`src/rtl/ocref_pkg.sv`:
```
package ocref_pkg;
  typedef enum logic [3:0] {
    OC_FROZEN  = 4'd0,
    OC_SET     = 4'd1,
    OC_CLR     = 4'd2,
    OC_TOG     = 4'd3,
    OC_LOW     = 4'd4,
    OC_HIGH    = 4'd5,
    OC_PWM_A   = 4'd6,
    OC_PWM_B   = 4'd7,
    OC_OPM_A   = 4'd8,
    OC_OPM_B   = 4'd9,
    OC_RSV_A   = 4'd10,
    OC_RSV_B   = 4'd11,
    OC_CMB_OR  = 4'd12,
    OC_CMB_AND = 4'd13,
    OC_ASYM_A  = 4'd14,
    OC_ASYM_B  = 4'd15
  } oc_mode_e;
endpackage

```
`src/rtl/ocref_chan.sv`:
```
module ocref_chan
  import ocref_pkg::*;
#(
  parameter int CNT_W = 16
) (
  input  logic             clk,
  input  logic             rst,
  input  logic [CNT_W-1:0] cnt,
  input  logic             cnt_down,
  input  logic             upd_evt,
  input  logic             trig_evt,
  input  logic [CNT_W-1:0] cmp,
  input  logic [3:0]       mode,
  output logic             ref_nxt,
  output logic             ref_q
);
  logic     armed_q, armed_nxt;
  logic     hit, pwm_a;
  oc_mode_e m;

  // trigger wins over update so a retrigger keeps the cycle running
  always_comb begin
    if (trig_evt)     armed_nxt = 1'b1;
    else if (upd_evt) armed_nxt = 1'b0;
    else              armed_nxt = armed_q;
  end

  always_comb begin
    m     = oc_mode_e'(mode);
    hit   = (cnt == cmp);
    pwm_a = cnt_down ? (cnt <= cmp) : (cnt < cmp);
    case (m)
      OC_SET:                ref_nxt = hit ? 1'b1 : ref_q;
      OC_CLR:                ref_nxt = hit ? 1'b0 : ref_q;
      OC_TOG:                ref_nxt = hit ? ~ref_q : ref_q;
      OC_LOW:                ref_nxt = 1'b0;
      OC_HIGH:               ref_nxt = 1'b1;
      OC_PWM_A, OC_CMB_OR,
      OC_ASYM_A:             ref_nxt = pwm_a;
      OC_PWM_B, OC_CMB_AND,
      OC_ASYM_B:             ref_nxt = ~pwm_a;
      OC_OPM_A:              ref_nxt = armed_nxt ? pwm_a : ~cnt_down;
      OC_OPM_B:              ref_nxt = armed_nxt ? ~pwm_a : cnt_down;
      default:               ref_nxt = ref_q;
    endcase
  end

  always_ff @(posedge clk) begin
    if (rst) begin
      ref_q   <= 1'b0;
      armed_q <= 1'b0;
    end else begin
      ref_q   <= ref_nxt;
      armed_q <= armed_nxt;
    end
  end


  force_low_chk: assert property (@(posedge clk) disable iff (rst)
    (mode == 4'd4) |=> !ref_q);

  force_high_chk: assert property (@(posedge clk) disable iff (rst)
    (mode == 4'd5) |=> ref_q);

  frozen_hold_chk: assert property (@(posedge clk) disable iff (rst)
    (mode == 4'd0 || mode == 4'd10 || mode == 4'd11) |=> $stable(ref_q));

  toggle_flip_chk: assert property (@(posedge clk) disable iff (rst)
    (mode == 4'd3 && cnt == cmp) |=> (ref_q != $past(ref_q)));

  opm_idle_chk: assert property (@(posedge clk) disable iff (rst)
    (mode == 4'd8 && upd_evt && !trig_evt) |=> (ref_q == !$past(cnt_down)));
endmodule

```
`src/rtl/ocref_comb.sv`:
```
module ocref_comb (
  input  logic       clk,
  input  logic       rst,
  input  logic [3:0] mode,
  input  logic       cnt_down,
  input  logic       nxt_a,
  input  logic       nxt_b,
  output logic       comb_q
);
  logic comb_nxt;

  always_comb begin
    case (mode)
      4'd12:        comb_nxt = nxt_a | nxt_b;
      4'd13:        comb_nxt = nxt_a & nxt_b;
      4'd14, 4'd15: comb_nxt = cnt_down ? nxt_b : nxt_a;
      default:      comb_nxt = nxt_a;
    endcase
  end

  always_ff @(posedge clk) begin
    if (rst) comb_q <= 1'b0;
    else     comb_q <= comb_nxt;
  end
endmodule

```
`src/rtl/ocref_pair.sv`:
```
module ocref_pair #(
  parameter int CNT_W = 16,
  localparam int NCH  = 2
) (
  input  logic                      clk,
  input  logic                      rst,
  input  logic [CNT_W-1:0]          cnt,
  input  logic                      cnt_down,
  input  logic                      upd_evt,
  input  logic                      trig_evt,
  input  logic [NCH-1:0][CNT_W-1:0] cmp_val,
  input  logic [NCH-1:0][3:0]       mode_sel,
  output logic [NCH-1:0]            ref_out,
  output logic                      comb_out
);
  logic [NCH-1:0] ref_nxt;

  for (genvar i = 0; i < NCH; i++) begin : g_ch
    ocref_chan #(.CNT_W(CNT_W)) u_ch (
      .clk      (clk),
      .rst      (rst),
      .cnt      (cnt),
      .cnt_down (cnt_down),
      .upd_evt  (upd_evt),
      .trig_evt (trig_evt),
      .cmp      (cmp_val[i]),
      .mode     (mode_sel[i]),
      .ref_nxt  (ref_nxt[i]),
      .ref_q    (ref_out[i])
    );
  end

  ocref_comb u_comb (
    .clk      (clk),
    .rst      (rst),
    .mode     (mode_sel[0]),
    .cnt_down (cnt_down),
    .nxt_a    (ref_nxt[0]),
    .nxt_b    (ref_nxt[1]),
    .comb_q   (comb_out)
  );


  cmb_or_chk: assert property (@(posedge clk) disable iff (rst)
    (mode_sel[0] == 4'd12) |=> (comb_out == (ref_out[0] | ref_out[1])));

  cmb_and_chk: assert property (@(posedge clk) disable iff (rst)
    (mode_sel[0] == 4'd13) |=> (comb_out == (ref_out[0] & ref_out[1])));

  asym_sel_chk: assert property (@(posedge clk) disable iff (rst)
    (mode_sel[0][3:1] == 3'b111) |=>
      (comb_out == ($past(cnt_down) ? ref_out[1] : ref_out[0])));

  plain_comb_chk: assert property (@(posedge clk) disable iff (rst)
    (mode_sel[0][3:2] != 2'b11) |=> (comb_out == ref_out[0]));
endmodule

```
`config.mk`:
```
export PLATFORM = sky130hd
export DESIGN_NAME = ocref_pair
export DESIGN_NICKNAME = d
export VERILOG_FILES = /design/src/rtl/ocref_pkg.sv /design/src/rtl/ocref_chan.sv /design/src/rtl/ocref_comb.sv /design/src/rtl/ocref_pair.sv
export SDC_FILE = /design/constraint.sdc
export NUM_CORES = 1
export LEC_CHECK = 0
export ABC_CLOCK_PERIOD_IN_PS = 6050
export BUFFER_PORTS_ARGS = -buffer_cell sky130_fd_sc_hd__clkbuf_2
export CAP_MARGIN = 20
export CORE_MARGIN = 2
export CORE_UTILIZATION = 52
export DETAILED_ROUTE_END_ITERATION = 6
export PLACE_DENSITY = 0.87
export SLEW_MARGIN = 30
export SYNTH_ARGS = -nofsm -noshare
export SYNTH_HDL_FRONTEND = slang
export SYNTH_SLANG_ARGS = --single-unit
export TNS_END_PERCENT = 5
```
`constraint.sdc`:
```
create_clock -name clk -period 6.05 [get_ports clk]
set_input_delay 0.605 -clock clk [delete_from_list [all_inputs] [get_ports clk]]
set_output_delay 0.605 -clock clk [all_outputs]
set_load 0.01 [all_outputs]
```
==> results.py <==
metrics = {
    "drt": {
        "drtIter0Drc": 34,
        "maxUsedRoutingLayer": "met3",
        "wl_per_cell_microns": 10.6,
        "dr.pass1.iters": 4,
        "vias": 1557,
        "wl_met1_microns": 1460,
        "viasPerCell": 5.33,
        "drc": 0,
        "antenna_left": 0,
        "wl_met3_microns": 185,
        "wl_met2_microns": 1440,
        "drt_wl_total_microns": 3090,
    },
    "synthesis": {
        "yosysMostFrequentCell": "inv_1",
        "syn_inst": 200,
        "syn_area_sq_um": 1420,
        "ys_async_sr_fraction_pct": 0,
        "synth_flop_cell": "dfxtp_1",
        "ys_ff_latch": 5,
        "yosys-top-cells-count": "43 x inv_1, 36 x ha_1, 23 x a21oi_1, 17 x nand2_1, 11 x nor2_1",
        "synthTopCellsByArea": "ha_1 32%, inv_1 11%, a21oi_1 8.1%, dfxtp_1 7.0%, nand2_1 4.5%",
        "synth_nets": 297,
        "yosys.area.top_type": "ha_1",
        "synth_edf_count": 0,
        "synth_cell_types": 41,
        "yosysSeqAreaShare_pct": 7.04,
        "yosysTopAreaCellShare_pct": 31.7,
        "ys_warn_count": 0,
        "syn_area_per_cell_sq_um": 7.11,
    },
    "worst_setup_path": {
        "cp-start-kind": "input port",
        "path_max_fanout": 6,
        "cp.arrival_ps": 3100,
        "worstRegToRegCells": 9,
        "setup.worst_path.class": "input port to flip-flop",
        "reg2reg_slack_ps": 4170,
        "rr_endpoint": "u_comb.comb_q",
        "endpoint_kind": "flip-flop",
        "rr_startpoint": "g_ch[0].u_ch.ref_q",
        "critical_path_required_ps": 6170,
    },
    "cts": {
        "cts_tree": "built",
        "insertion_delay_ps": 230,
        "cts.sinks": 5,
        "postCtsHoldBufs": 0,
        "cts_made_buffers": 3,
        "clkTransAtPathRegs_ps": 40,
        "ctsResizeCount": 0,
        "cts_setup_buffers": 0,
        "htree_levels": 1,
        "root_buffer": "clkbuf_4",
        "clk_path_buf_depth": 2,
    },
    "final_layout": {
        "area_delta_synth_final_pct": 24.7,
        "final_nets": 360,
        "diodes": 0,
        "design_area_sq_um": 1770,
        "fin_cells": 292,
        "drive_gt1_share_pct": 29.8,
    },
    "timing": {
        "max_slew_margin_pct": 63.0,
        "skew_ps": 0.367,
        "fin_crit_sh_pct": 49.3,
        "final-max-slew-violation-count": 0,
        "fin_crit_ps": 2980,
        "hold_violations": 0,
        "setup_viol": 0,
        "worst_slack_ps": 3070,
        "fmax_mhz": 335,
        "tightestPinTransition_ps": 549,
        "rsz0062_at_grt": "false",
        "setup-tns-final_ps": 0,
    },
    "hold_path": {
        "holdPathStages": 2,
        "whs_endpoint": "g_ch[1].u_ch.armed_q",
        "hold_start": "g_ch[1].u_ch.armed_q",
        "min_path_type": "flip-flop to flip-flop",
    },
    "die": {
        "ios": 64,
        "fp-row-count": 18,
        "die_area_sq_um": 3170,
        "initial_core_util_pct": 55.9,
        "core_sq_um": 2540,
        "die_y_microns": 56.3,
        "fp.dieW_microns": 56.3,
    },
    "placement": {
        "pre_cts_ws_ps": 2820,
        "placed_cell_area_sq_um": 1750,
        "hpwlAfterDp_microns": 2770,
        "place_congestion": 0.842,
        "io_buffer_count": 63,
        "dp.cells": 288,
    },
    "global_route": {
        "grt_overflow": 0,
        "antenna_found_initial": 0,
        "first_global_vias": 1392,
        "grt_max_degree": 12,
        "track_usage_pct": 20.5,
        "grt_pass1_wl_microns": 5570,
    },
    "power": {
        "total_leakage_power_nw": 1.06,
        "vdd_drop_max_mv": 0.188,
        "power.density_nw_per_um2": 105,
        "power_uw": 186,
    },
    "flow_run": {
        "maxCapViolations": 0,
    },
    "run_status": {
        "status": "complete, no violations",
    },
}
-- final cells by class --
| type | count | area (sq um) |
|---|---|---|
| multi-input combinational | 147 | 1130 |
| fill | 233 | 771 |
| timing repair buffer | 63 | 315 |
| inverter | 43 | 161 |
| sequential | 5 | 100 |
| tap | 30 | 37.5 |
| clock buffer | 4 | 26.3 |
-- sequential cells by signal, indices dropped and copies added (netlist names) --
signal,flops
g_ch.u_ch.armed_q,2
g_ch.u_ch.ref_q,2
u_comb.comb_q,1
-- worst max-delay path by stage --
| stage | depth (start not counted) | slack [ps] | start | endpoint |
|---|---|---|---|---|
| 6_report | 14 | 3070 | cmp_val[11] | u_comb.comb_q |
| 2_1_floorplan | 13 | 3130 | cmp_val[15] | u_comb.comb_q |
| 3_5_place_dp | 14 | 2820 | cmp_val[11] | u_comb.comb_q |
| 3_3_place_gp | 13 | 2910 | cnt[11] | u_comb.comb_q |
| 4_1_cts | 14 | 3060 | cmp_val[11] | u_comb.comb_q |
| 5_1_grt | 14 | 2820 | cmp_val[10] | u_comb.comb_q |
-- routing by layer --
layer	global-route usage [%]	vias to the layer above
met1	28.2	670
li1	-	834
met5	0	-
met4	1.02	0
met2	36.3	53
met3	1.84	0
-- worst max-delay path: stages --
cell      delay [ps]
clkbuf_2          70
inv_1             30
ha_1             300
nand4_1          200
nor4_4           440
nand2_1          140
ha_1             290
mux2_2           250
o21ai_0          140
a21oi_1           90
nor3_2           230
nand2_1           80
o211ai_1         160
nand2_1           70
-- placed cells by master, fill, tap and decap left out, types with 2 or more instances in the layout --
cell type / Yosys / routed
clkbuf_2: 0 / 63
nand2_1: 17 / 17
nand3_1: 4 / 4
ha_1: 36 / 36
a21o_1: 3 / 3
o21ai_0: 6 / 6
nand4_1: 6 / 6
o221ai_1: 3 / 3
and3_1: 2 / 2
dfxtp_1: 5 / 5
inv_1: 43 / 43
a221oi_2: 2 / 2
o211ai_1: 2 / 2
clkbuf_4: 0 / 3
a21oi_1: 23 / 23
a31o_2: 2 / 2
and2_1: 2 / 2
nor3_1: 5 / 5
and3_2: 2 / 2
nor2_1: 11 / 11
a31oi_1: 2 / 2
-- report_power, final --
part           switching, mW  internal, mW
Sequential           0.00267        0.0365
Clock                 0.0127        0.0249
Combinational         0.0575        0.0519
Total                 0.0728         0.113
-- metrics by stage --
| step | hold WS (ps) | utilization (%) |
|---|---|---|
| global route | 583 | 69.7 |
| CTS | 552 | 69.7 |
| finish | 549 | 69.7 |
| detailed placement | 536 | 68.7 |
| global placement | 530 | 68.7 |
| floorplan | 484 | - |
-- kinds of logic (layout without fill, tap and decap cells) --
logic type / Yosys count / after routing / synth area share, %
AND/OR/NAND/NOR: 55 / 55 / 20.7
AO/OA/AOI/OAI: 54 / 54 / 25.9
buffers and inverters: 48 / 110 / 13.3
adder cells (fa/ha/maj): 36 / 36 / 31.7
flip-flops: 5 / 5 / 7.04
XOR/XNOR: 1 / 1 / 0.616
multiplexers: 1 / 1 / 0.792
Power figures use the tool's default switching activity.
